**src/rtl/dbg_seq_pkg.sv**
```systemverilog
package dbg_seq_pkg;

    localparam int BYTE_W = 8;

    localparam logic [BYTE_W-1:0] OP_WR_REG  = 8'h24;
    localparam logic [BYTE_W-1:0] OP_WR_MEM  = 8'h25;
    localparam logic [BYTE_W-1:0] OP_STEP    = 8'h26;
    localparam logic [BYTE_W-1:0] OP_RESUME  = 8'h27;
    localparam logic [BYTE_W-1:0] OP_UNLOCK  = 8'h28;
    localparam logic [BYTE_W-1:0] OP_RD_REG  = 8'h29;

    typedef enum logic [2:0] {
        ST_BG      = 3'd0,
        ST_WAIT    = 3'd1,
        ST_COLLECT = 3'd2,
        ST_SVC     = 3'd3,
        ST_STEP    = 3'd4
    } seq_state_e;

    typedef enum logic [2:0] {
        OPK_WREG   = 3'd0,
        OPK_WMEM   = 3'd1,
        OPK_STEP   = 3'd2,
        OPK_RET    = 3'd3,
        OPK_UNLOCK = 3'd4,
        OPK_RDREG  = 3'd5,
        OPK_NONE   = 3'd6
    } op_kind_e;

endpackage

```
**src/rtl/dbg_op_decode.sv**
```systemverilog
module dbg_op_decode
    import dbg_seq_pkg::*;
#(
    parameter int ADDR_BYTES = 2,
    parameter int DATA_BYTES = 2,
    parameter int UNLOCK_LEN = 32,
    parameter int CNT_W      = 6
) (
    input  logic [BYTE_W-1:0] op_byte,
    output op_kind_e          op_kind,
    output logic [CNT_W-1:0]  follow_cnt
);

    localparam logic [CNT_W-1:0] WRITE_LEN = CNT_W'(ADDR_BYTES + DATA_BYTES);
    localparam logic [CNT_W-1:0] READ_LEN  = CNT_W'(ADDR_BYTES);
    localparam logic [CNT_W-1:0] KEY_LEN   = CNT_W'(UNLOCK_LEN);

    always_comb begin
        op_kind    = OPK_NONE;
        follow_cnt = '0;
        case (op_byte)
            OP_WR_REG: begin op_kind = OPK_WREG;   follow_cnt = WRITE_LEN; end
            OP_WR_MEM: begin op_kind = OPK_WMEM;   follow_cnt = WRITE_LEN; end
            OP_STEP:   begin op_kind = OPK_STEP;   follow_cnt = '0;        end
            OP_RESUME: begin op_kind = OPK_RET;    follow_cnt = '0;        end
            OP_UNLOCK: begin op_kind = OPK_UNLOCK; follow_cnt = KEY_LEN;   end
            OP_RD_REG: begin op_kind = OPK_RDREG;  follow_cnt = READ_LEN;  end
            default:   begin op_kind = OPK_NONE;   follow_cnt = '0;        end
        endcase
    end

endmodule

```
**src/rtl/dbg_seq_fsm.sv**
```systemverilog
module dbg_seq_fsm
    import dbg_seq_pkg::*;
#(
    parameter int CNT_W = 6
) (
    input  logic             clk,
    input  logic             rst,
    input  logic             rx_valid,
    input  logic [3:0]       op_nib,
    input  op_kind_e         dec_kind,
    input  logic [CNT_W-1:0] dec_need,
    input  logic             svc_done,
    input  logic             dbg_enter,
    output logic             byte_we,
    output op_kind_e         cur_kind,
    output logic [CNT_W-1:0] byte_idx,
    output logic [3:0]       cmd_code,
    output logic             jump_pulse,
    output logic             halted,
    output logic             run_en
);

    typedef struct packed {
        seq_state_e       state;
        op_kind_e         kind;
        logic [3:0]       code;
        logic [CNT_W-1:0] cnt;
        logic [CNT_W-1:0] need;
        logic [3:0]       cmd;
        logic             jump;
    } fsm_t;

    fsm_t seq_d, seq_q;

    always_comb begin
        seq_d      = seq_q;
        seq_d.jump = 1'b0;
        byte_we    = 1'b0;
        case (seq_q.state)
            ST_BG: begin
                if (dbg_enter) seq_d.state = ST_WAIT;
            end
            ST_WAIT: begin
                if (rx_valid) begin
                    case (dec_kind)
                        OPK_NONE: seq_d.state = ST_WAIT;
                        OPK_STEP: seq_d.state = ST_STEP;
                        OPK_RET:  seq_d.state = ST_BG;
                        default: begin
                            seq_d.state = ST_COLLECT;
                            seq_d.kind  = dec_kind;
                            seq_d.code  = op_nib;
                            seq_d.need  = dec_need;
                            seq_d.cnt   = '0;
                        end
                    endcase
                end
            end
            ST_COLLECT: begin
                if (rx_valid) begin
                    byte_we = 1'b1;
                    if (seq_q.cnt == seq_q.need - CNT_W'(1)) begin
                        seq_d.state = ST_SVC;
                        seq_d.jump  = 1'b1;
                        seq_d.cmd   = seq_q.code;
                        seq_d.cnt   = '0;
                    end else begin
                        seq_d.cnt = seq_q.cnt + CNT_W'(1);
                    end
                end
            end
            ST_SVC: begin
                if (svc_done) seq_d.state = ST_WAIT;
            end
            ST_STEP: begin
                seq_d.state = ST_WAIT;
            end
            default: begin
                seq_d.state = ST_BG;
            end
        endcase
    end

    always_ff @(posedge clk) begin
        if (rst) begin
            seq_q.state <= ST_BG;
            seq_q.kind  <= OPK_NONE;
            seq_q.code  <= '0;
            seq_q.cnt   <= '0;
            seq_q.need  <= '0;
            seq_q.cmd   <= '0;
            seq_q.jump  <= 1'b0;
        end else begin
            seq_q <= seq_d;
        end
    end

    assign cur_kind   = seq_q.kind;
    assign byte_idx   = seq_q.cnt;
    assign cmd_code   = seq_q.cmd;
    assign jump_pulse = seq_q.jump;
    assign run_en     = (seq_q.state == ST_BG) || (seq_q.state == ST_STEP);
    assign halted     = !run_en;

    AST_JUMP_ONE_CYCLE: assert property (@(posedge clk) disable iff (rst)
        seq_q.jump |=> !seq_q.jump);
    AST_JUMP_ENTERS_SVC: assert property (@(posedge clk) disable iff (rst)
        seq_q.jump |-> seq_q.state == ST_SVC);
    AST_CMD_ONLY_ON_JUMP: assert property (@(posedge clk) disable iff (rst)
        (!$past(rst) && seq_q.cmd != $past(seq_q.cmd)) |-> seq_q.jump);
    AST_STEP_ONE_CYCLE: assert property (@(posedge clk) disable iff (rst)
        seq_q.state == ST_STEP |=> seq_q.state == ST_WAIT);
    AST_SVC_HOLDS: assert property (@(posedge clk) disable iff (rst)
        (seq_q.state == ST_SVC && !svc_done) |=> seq_q.state == ST_SVC);
    AST_BG_IGNORES: assert property (@(posedge clk) disable iff (rst)
        (seq_q.state == ST_BG && !dbg_enter) |=> seq_q.state == ST_BG);
    AST_IDLE_NO_COUNT: assert property (@(posedge clk) disable iff (rst)
        (seq_q.state == ST_COLLECT && !rx_valid) |=> $stable(seq_q.cnt));

endmodule

```
**src/rtl/dbg_hold_regs.sv**
```systemverilog
module dbg_hold_regs
    import dbg_seq_pkg::*;
#(
    parameter int ADDR_W = 16,
    parameter int DATA_W = 16,
    parameter int CNT_W  = 6
) (
    input  logic              clk,
    input  logic              rst,
    input  logic              we,
    input  op_kind_e          kind,
    input  logic [CNT_W-1:0]  idx,
    input  logic [BYTE_W-1:0] din,
    output logic [ADDR_W-1:0] addr_q,
    output logic [DATA_W-1:0] data_q,
    output logic [BYTE_W-1:0] buf_q
);

    localparam int ADDR_BYTES = ADDR_W / BYTE_W;
    localparam int DATA_BYTES = DATA_W / BYTE_W;

    typedef struct packed {
        logic [ADDR_W-1:0] addr;
        logic [DATA_W-1:0] data;
        logic [BYTE_W-1:0] bbuf;
    } hold_t;

    hold_t hold_d, hold_q;

    always_comb begin
        hold_d = hold_q;
        if (we) begin
            case (kind)
                OPK_WREG, OPK_WMEM: begin
                    for (int l = 0; l < ADDR_BYTES; l++)
                        if (idx == CNT_W'(l))
                            hold_d.addr[l*BYTE_W +: BYTE_W] = din;
                    for (int l = 0; l < DATA_BYTES; l++)
                        if (idx == CNT_W'(ADDR_BYTES + l))
                            hold_d.data[l*BYTE_W +: BYTE_W] = din;
                end
                OPK_RDREG: begin
                    for (int l = 0; l < ADDR_BYTES; l++)
                        if (idx == CNT_W'(l))
                            hold_d.addr[l*BYTE_W +: BYTE_W] = din;
                end
                OPK_UNLOCK: begin
                    hold_d.bbuf = din;
                end
                default: begin
                    hold_d = hold_q;
                end
            endcase
        end
    end

    always_ff @(posedge clk) begin
        if (rst) hold_q <= '0;
        else     hold_q <= hold_d;
    end

    assign addr_q = hold_q.addr;
    assign data_q = hold_q.data;
    assign buf_q  = hold_q.bbuf;

    AST_DATA_FROM_WRITE: assert property (@(posedge clk) disable iff (rst)
        (!$past(rst) && hold_q.data != $past(hold_q.data))
        |-> $past(we && (kind == OPK_WREG || kind == OPK_WMEM)));
    AST_BUF_FROM_UNLOCK: assert property (@(posedge clk) disable iff (rst)
        (!$past(rst) && hold_q.bbuf != $past(hold_q.bbuf))
        |-> $past(we && kind == OPK_UNLOCK));
    AST_ADDR_NEEDS_WE: assert property (@(posedge clk) disable iff (rst)
        (!$past(rst) && hold_q.addr != $past(hold_q.addr)) |-> $past(we));

endmodule

```
**src/rtl/dbg_cmd_seq.sv**
```systemverilog
module dbg_cmd_seq
    import dbg_seq_pkg::*;
#(
    parameter int          ADDR_W     = 16,
    parameter int          DATA_W     = 16,
    parameter int          UNLOCK_LEN = 32,
    parameter logic [15:0] SVC_ENTRY  = 16'h8010
) (
    input  logic              clk,
    input  logic              rst,
    input  logic              rx_valid,
    input  logic [7:0]        rx_byte,
    input  logic              svc_done,
    input  logic              dbg_enter,
    output logic [ADDR_W-1:0] addr_hold,
    output logic [DATA_W-1:0] data_hold,
    output logic [7:0]        byte_buf,
    output logic [3:0]        cmd_field,
    output logic              jump_req,
    output logic [15:0]       jump_addr,
    output logic              dbg_mode,
    output logic              cpu_run
);

    localparam int ADDR_BYTES = ADDR_W / BYTE_W;
    localparam int DATA_BYTES = DATA_W / BYTE_W;
    localparam int MAX_FOLLOW = (UNLOCK_LEN > ADDR_BYTES + DATA_BYTES)
                              ? UNLOCK_LEN : ADDR_BYTES + DATA_BYTES;
    localparam int CNT_W      = $clog2(MAX_FOLLOW + 1);

    op_kind_e         dec_kind;
    logic [CNT_W-1:0] dec_need;
    logic             byte_we;
    op_kind_e         cur_kind;
    logic [CNT_W-1:0] byte_idx;

    dbg_op_decode #(
        .ADDR_BYTES (ADDR_BYTES),
        .DATA_BYTES (DATA_BYTES),
        .UNLOCK_LEN (UNLOCK_LEN),
        .CNT_W      (CNT_W)
    ) u_decode (
        .op_byte    (rx_byte),
        .op_kind    (dec_kind),
        .follow_cnt (dec_need)
    );

    dbg_seq_fsm #(
        .CNT_W (CNT_W)
    ) u_fsm (
        .clk        (clk),
        .rst        (rst),
        .rx_valid   (rx_valid),
        .op_nib     (rx_byte[3:0]),
        .dec_kind   (dec_kind),
        .dec_need   (dec_need),
        .svc_done   (svc_done),
        .dbg_enter  (dbg_enter),
        .byte_we    (byte_we),
        .cur_kind   (cur_kind),
        .byte_idx   (byte_idx),
        .cmd_code   (cmd_field),
        .jump_pulse (jump_req),
        .halted     (dbg_mode),
        .run_en     (cpu_run)
    );

    dbg_hold_regs #(
        .ADDR_W (ADDR_W),
        .DATA_W (DATA_W),
        .CNT_W  (CNT_W)
    ) u_hold (
        .clk    (clk),
        .rst    (rst),
        .we     (byte_we),
        .kind   (cur_kind),
        .idx    (byte_idx),
        .din    (rx_byte),
        .addr_q (addr_hold),
        .data_q (data_hold),
        .buf_q  (byte_buf)
    );

    assign jump_addr = SVC_ENTRY;

    AST_RUN_XOR_HALT: assert property (@(posedge clk) disable iff (rst)
        cpu_run != dbg_mode);
    AST_NO_JUMP_WHILE_RUN: assert property (@(posedge clk) disable iff (rst)
        jump_req |-> dbg_mode);

endmodule

```
**config.mk**
```make
export PLATFORM = sky130hd
export DESIGN_NAME = dbg_cmd_seq
export DESIGN_NICKNAME = d
export VERILOG_FILES = /design/src/rtl/dbg_seq_pkg.sv /design/src/rtl/dbg_op_decode.sv /design/src/rtl/dbg_seq_fsm.sv /design/src/rtl/dbg_hold_regs.sv /design/src/rtl/dbg_cmd_seq.sv
export SDC_FILE = /design/constraint.sdc
export NUM_CORES = 1
export LEC_CHECK = 0
export CAP_MARGIN = 20
export CORE_MARGIN = 2
export CORE_UTILIZATION = 38
export CTS_CLUSTER_SIZE = 25
export DETAILED_ROUTE_END_ITERATION = 10
export HOLD_SLACK_MARGIN = 0.06
export SLEW_MARGIN = 10
export SYNTH_ARGS = -nofsm -noshare
export SYNTH_HDL_FRONTEND = slang
export SYNTH_HIERARCHICAL = 1
export SYNTH_SLANG_ARGS = --single-unit
export TNS_END_PERCENT = 10
```
**constraint.sdc**
```tcl
create_clock -name clk -period 4.9 [get_ports clk]
set_input_delay 0.98 -clock clk [delete_from_list [all_inputs] [get_ports clk]]
set_output_delay 0.98 -clock clk [all_outputs]
set_load 0.01 [all_outputs]
```
==> results of run 1 <==
==> per-stage QoR <==
| stage | instances | hold WS (ns) | utilization, % | total power, mW |
|---|---|---|---|---|
| 6_report | 501 | 0.478 | 47.1 | 1.08 |
| 5_1_grt | 501 | 0.496 | 47.1 | 1.13 |
| 4_1_cts | 501 | 0.481 | 47.1 | 1.09 |
| 3_5_place_dp | 485 | 0.461 | 44.8 | 0.628 |
| 3_3_place_gp | 485 | 0.461 | 44.8 | 0.628 |
| 2_1_floorplan | 359 | 0.437 | - | 0.611 |
==> layer usage <==
metal  global-route usage [%]  wire length, um  share of wire [%]
met1                     20.5             3420                 48
met4                     5.24              110                1.6
met5                        0                0                  0
met3                     5.54              380                5.4
met2                     23.9             3180                 45
==> worst min-delay path, cell delays in order, from the launching register on <==
cell and delay [ns]:
dfxtp_1 0.31, nand2b_1 0.06, mux2i_1 0.06
==> cell usage in the layout (no fill, tap or decap), drive strengths merged, types with 2 or more instances in the layout <==
cell type	instances
a211oi	3
a21oi	3
a32oi	3
and3	3
buf	4
clkbuf	9
clkdlybuf4s50	58
clkinv	3
clkinvlp	2
conb	19
dfxtp	67
ha	2
inv	10
mux2i	55
nand2	11
nand2b	46
nand3	10
nand3b	4
nand4	2
nand4b	2
nor2	33
nor2b	2
nor3b	4
nor4	3
nor4b	2
nor4bb	2
o21ai	2
or2	2
or3	3
xnor2	5
xor2	2
==> registers in the layout, indices dropped and copies added, names as in the netlist <==
register and cells:
u_hold/data_q 16, u_hold/addr_q 16, u_fsm/cmd_code 4, u_fsm/jump_pulse 1, u_hold/buf_q 8, u_fsm/seq_q 13
u_fsm/cur_kind 3, u_fsm/byte_idx 6
==> worst min path at each step <==
stage / slack [ns] / to / cells past startpoint
after global routing: 0.50 / u_hold/addr_q[2] / 2
after detailed placement: 0.46 / u_hold/data_q[3] / 2
after floorplan: 0.44 / u_fsm/cur_kind[2] / 1
final: 0.48 / u_hold/addr_q[8] / 2
after CTS: 0.48 / u_hold/data_q[15] / 2
after global placement: 0.46 / u_hold/data_q[1] / 2
==> area by class of cell <==
class	instances	area, um2	share of cell area, %
clock inverter	7	76.3	1.88
timing repair buffer	62	608	15.0
tap	108	135	3.34
multi-input combinational	239	1730	42.8
inverter	9	33.8	0.834
sequential	67	1340	33.1
clock buffer	9	124	3.06
==> power groups by stage <==
| stage | Clock (mW) | Combinational, mW | Sequential, mW |
|---|---|---|---|
| CTS | 0.479 | 0.0667 | 0.549 |
| global placement | 0 | 0.0660 | 0.562 |
| detailed placement | 0 | 0.0666 | 0.562 |
| global route | 0.504 | 0.0730 | 0.549 |
| floorplan | 0 | 0.0498 | 0.561 |
| finish | 0.463 | 0.0659 | 0.549 |
==> kinds of logic (layout without fill, tap and decap cells) <==
| kind of cell | Yosys count | after routing | synth area share, % |
|---|---|---|---|
| other | 3 | 19 | 0.338 |
| DFF | 67 | 67 | 40.3 |
| adders and majority gates | 2 | 2 | 0.751 |
| muxes | 55 | 55 | 16.5 |
| and+or+nand+nor | 137 | 137 | 25.9 |
| buffers and inverters | 53 | 87 | 9.76 |
| AOI/OAI and AO/OA | 19 | 19 | 4.66 |
| xor gates and xnor gates | 7 | 7 | 1.84 |
==> qor.csv, run 1 <==
stage;metric;value;unit
global_routing;antenna_found_initial;0;
clock_network;cts_hold_buf;0;
floorplanning;die_w;97.6;um
worst_setup_path;crit_required;5.13;ns
layout;diodes;0;
worst_setup_path;crit_cells;9;
clock_network;cts_tree;yes;
logic_synthesis;async_reset_ff_share;0;%
run_status;status;complete, no violations;
route;vias;2371;
worst_setup_path;cp-start-kind;input port;
floorplanning;ios;76;
logic_synthesis;ys_warn_count;6;
power;p_per_area;266;mW/mm2
route;drt-wirelength-per-cell;14.1;um
timing;slew_headroom;40.6;%
clock_network;clock_latency;0.34;ns
clock_network;post_cts_resize_count;0;
placed_design;dpl.hpwl;5070;um
logic_synthesis;synth_area;0.00333;mm2
timing;max_freq;0.311;GHz
global_routing;track_usage;15.6;%
placed_design;place_congestion;0.823;
worst_setup_path;crit_family;simple AND/OR/NAND/NOR gates;
power;vdd_drop_max;0.164;mV
logic_synthesis;synth_cell_types;55;
clock_network;cts.root.buffer_cell;clkbuf_8;
power;p_int;0.813;mW
timing;setup_viol;0;
floorplanning;row_count;34;
clock_network;cts_setup_buffers;0;
logic_synthesis;avgSynthCellArea;9.71;um2
timing;skew;0.0102;ns
layout;syn_to_final_growth;21.6;%
timing;min_period_over_period;65.6;%
global_routing;grt_max_degree;57;
logic_synthesis;synth_seq_area_share;40.3;%
layout;drive_above_1_share;9.67;%
logic_synthesis;synthTopCellsByCount;dfxtp_1 (67), mux2i_1 (55), nand2b_1 (46), buf_4 (33), nor2_1 (33);
layout;final_nets;403;
clock_network;cts_buffers;9;
global_routing;grt_pass1_vias;2330;
worst_setup_path;r2r_cells;6;
power;p_switching;0.265;mW
power;power_leakage;1.78;nW
worst_setup_path;cp_num_buf_inv;1;
logic_synthesis;synth_top_cell_by_area;dfxtp_1;
worst_setup_path;r2r_end;u_fsm/byte_idx[3];
route;drtIter0Drc;91;
route;drc_errors;0;
min_path;hold_start;u_hold/addr_q[8];
floorplanning;die_area;0.00953;mm2
power;p_clk_share;42.9;%
logic_synthesis;yosysMostFrequentCell;dfxtp_1;
power;combPwrFrac;6.1;%
clock_network;clkTransAtPathRegs;0.08;ns
clock_network;cts_htree_levels;3;
layout;fill_cells;831;
clock_network;cts_buffer_depth;2;
global_routing;grt_overflow;0;
placed_design;place_area;0.00385;mm2
route;drtPass1Iterations;4;
timing;grt_setup_unrepaired;no;
worst_setup_path;path_class;in -> reg;
worst_setup_path;path_cells;clkdlybuf4s50_1, or4b_4, or3_1, nand2b_1, nand3_1, nand2b_1, nor2_1, a32oi_1, nand2_1;
route;via_per_inst;4.73;
timing;slew_viol_final;0;
worst_setup_path;crit_end;u_fsm/byte_idx[3];
logic_synthesis;netlist_instances;343;
power;power_frac_seq;50.9;%
timing;worst_pin_slew;0.890;ns
floorplanning;initial_core_util;38.8;%
worst_setup_path;critPathCaptureType;flop;
route;finalWirelength;7090;um
floorplanning;coreArea;0.00859;mm2
worst_setup_path;critPathLaunch;rx_byte[4];
worst_setup_path;critPathMaxStageDelay;0.59;ns
floorplanning;die_h;97.6;um
timing;fin_setup_tns;0;ns
route;ant_nets;0;
worst_setup_path;critPathArrivalTime;3.44;ns
power;p_sw_share;24.6;%
worst_setup_path;critical_path.most_common_cell;nand2b_1;
placed_design;pre_cts_slack;1.33;ns
logic_synthesis;yosys-top-cells-area;dfxtp_1 (40%), mux2i_1 (17%), nand2b_1 (8.6%);
logic_synthesis;synth_edf_count;0;
job;drv_cap;0;
logic_synthesis;synth.ff_latch_count;67;
clock_network;clkSinkCount;67;
placed_design;numPortBuffers;59;
worst_setup_path;cp_slowest_cell;or4b_4;
timing;fin_ws;1.69;ns
layout;design_area;0.00405;mm2
worst_setup_path;reg2reg_from;u_fsm/seq_q[5];
min_path;holdCritPathClass;reg -> reg;
worst_setup_path;rrSetupSlack;2.72;ns
logic_synthesis;synth_top_area_share;40.3;%
global_routing;grt_pass1_wl;11900;um
timing;min_period;3.21;ns
timing;final-hold-violation-count;0;
worst_setup_path;worst-path-max-fanout;10;
logic_synthesis;synth_flop_cell;dfxtp_1;
Note: power is estimated with default switching activity, not from simulation.
==> inputs of run 2 (changes only) <==
Settings changed: PLACE_DENSITY from default to 0.66.
Clock period 4.9 ns to 2.6 ns, I/O delays scaled along.
==> run 2 against run 1 <==
Compared with the run above: total power up 98%; via count up 4.0%; wire length down 1.7%; setup slack worse by 1.5 ns; utilization up 1.8 points; sequential cell count unchanged; register-to-register slack worse by 2.3 ns; highest routed layer unchanged.
==> qor.csv, run 2 (same netlist as run 1, synthesis figures left out) <==
stage;metric;value;unit
layout;final_common_cell;dfxtp_1;
worst_setup_path;critPathCaptureType;flop;
power;total_power;2.14;mW
timing;worst_pin_slew;0.623;ns
global_routing;grt_max_degree;30;
worst_setup_path;critPathArrivalTime;2.63;ns
route;vias;2465;
route;via_per_inst;4.75;
timing;min_period_over_period;92.4;%
timing;setup_viol;0;
clock_network;cts.root.buffer_cell;clkbuf_8;
run_status;status;complete, no violations;
clock_network;cts_htree_levels;3;
layout;diodes;0;
worst_setup_path;path_class;in -> reg;
route;ant_nets;0;
global_routing;grt_overflow;0;
placed_design;dpl.hpwl;5210;um
layout;mostFrequentLayoutCells;dfxtp_1 (67), clkdlybuf4s50_1 (58), mux2i_1 (55);
floorplanning;ios;76;
worst_setup_path;cp_num_buf_inv;1;
worst_setup_path;crit_cells;9;
route;drc_errors;0;
placed_design;place_congestion;0.818;
min_path;holdCritPathClass;reg -> reg;
power;vdd_drop_max;0.376;mV
route;drt-wirelength-per-cell;13.4;um
layout;syn_to_final_growth;26.3;%
worst_setup_path;critPathLaunch;rx_byte[4];
worst_setup_path;critPathMaxStageDelay;0.56;ns
floorplanning;die_w;97.6;um
clock_network;clock_latency;0.34;ns
layout;final_nets;421;
worst_setup_path;critical_path.most_common_cell;nand2b_1;
global_routing;grt_pass1_wl;11900;um
timing;whs;0.471;ns
worst_setup_path;r2r_cells;6;
worst_setup_path;reg2reg_from;u_fsm/seq_q[5];
clock_network;post_cts_resize_count;0;
floorplanning;coreArea;0.00859;mm2
worst_setup_path;rrSetupSlack;0.44;ns
timing;skew;0.00893;ns
worst_setup_path;cp-start-kind;input port;
job;drv_cap;0;
floorplanning;die_area;0.00953;mm2
layout;drive_above_1_share;13.6;%
route;drtIter0Drc;78;
timing;slew_viol_final;0;
clock_network;cts_hold_buf;0;
clock_network;cts_buffer_depth;2;
worst_setup_path;cp_slowest_cell;or4b_4;
clock_network;clkTransAtPathRegs;0.07;ns
worst_setup_path;crit_required;2.83;ns
floorplanning;initial_core_util;38.8;%
clock_network;clkSinkCount;67;
timing;grt_setup_unrepaired;no;
worst_setup_path;worst-path-max-fanout;4;
floorplanning;die_h;97.6;um
placed_design;numPortBuffers;59;
timing;min_period;2.40;ns
clock_network;cts_tree;yes;
worst_setup_path;crit_family;simple AND/OR/NAND/NOR gates;
worst_setup_path;r2r_end;u_fsm/byte_idx[5];
worst_setup_path;path_cells;clkdlybuf4s50_1, or4b_4, or3_1, nand2b_1, nand3_1, nand2b_1, nor2_1, a32oi_1, nand2_1;
worst_setup_path;crit_end;u_fsm/byte_idx[5];
layout;fill_cells;829;
route;finalWirelength;6970;um
timing;final-hold-violation-count;0;
floorplanning;row_count;34;
timing;slew_headroom;58.1;%
timing;max_freq;0.416;GHz
global_routing;antenna_found_initial;0;
global_routing;grt_pass1_vias;2423;
route;drtPass1Iterations;4;
clock_network;cts_buffers;9;
global_routing;track_usage;15.5;%
power;power_leakage;1.88;nW
power;p_per_area;508;mW/mm2
clock_network;cts_setup_buffers;0;
## run 2: how the worst min path moves through the flow
stage / startpoint / endpoint / slack, ns / cells past startpoint
finish: u_hold/addr_q[7] / u_hold/addr_q[7] / 0.47 / 2
global route: u_hold/data_q[9] / u_hold/data_q[9] / 0.50 / 2
CTS: u_hold/addr_q[7] / u_hold/addr_q[7] / 0.48 / 2
detailed placement: u_hold/data_q[1] / u_hold/data_q[1] / 0.46 / 2
global placement: u_hold/data_q[1] / u_hold/data_q[1] / 0.46 / 2
floorplan: u_fsm/cur_kind[2] / u_fsm/cur_kind[2] / 0.44 / 1
## run 2: through the flow
step,util (%),TNS (ns),setup slack [ns],cells,cell area [um2]
2_1_floorplan,-,0,0.214,359,3390
3_3_place_gp,46.4,-0.799,-0.0773,503,3990
5_1_grt,49.0,0,0.0405,519,4210
3_5_place_dp,46.4,-1.84,-0.138,503,3990
6_report,49.0,0,0.199,519,4210
4_1_cts,49.0,0,0.218,519,4210
## run 2: final cells by class
| type | count | area [um2] | area share [%] |
|---|---|---|---|
| clock buffers | 9 | 124 | 2.94 |
| clock inverters | 7 | 98.8 | 2.35 |
| inverters | 9 | 33.8 | 0.803 |
| multi-input cells | 239 | 1730 | 41.2 |
| flip-flops and latches | 67 | 1340 | 31.9 |
| well taps | 108 | 135 | 3.21 |
| repair buffers | 80 | 743 | 17.7 |
## run 2: worst reg2reg max path: stages (launching register included)
cell and delay, ns:
dfxtp_1 0.35, or3_4 0.41, or4_1 0.48, and4_4 0.23
a211oi_4 0.38, a32oi_1 0.17, nand2_1 0.09
## run 2: metal layers
layer | vias up | GRT usage [%] | routed length (um)
li1 | 1252 | - | -
met5 | - | 0 | 0
met4 | 0 | 5.24 | 119
met2 | 66 | 24.0 | 3160
met1 | 1136 | 20.8 | 3390
met3 | 11 | 4.46 | 297
## run 2: where the power goes
group	internal, mW	switching (mW)	leakage [nW]
logic	0.0696	0.0735	1.24
clock network	0.546	0.414	0.110
registers	1.03	0.00603	0.540
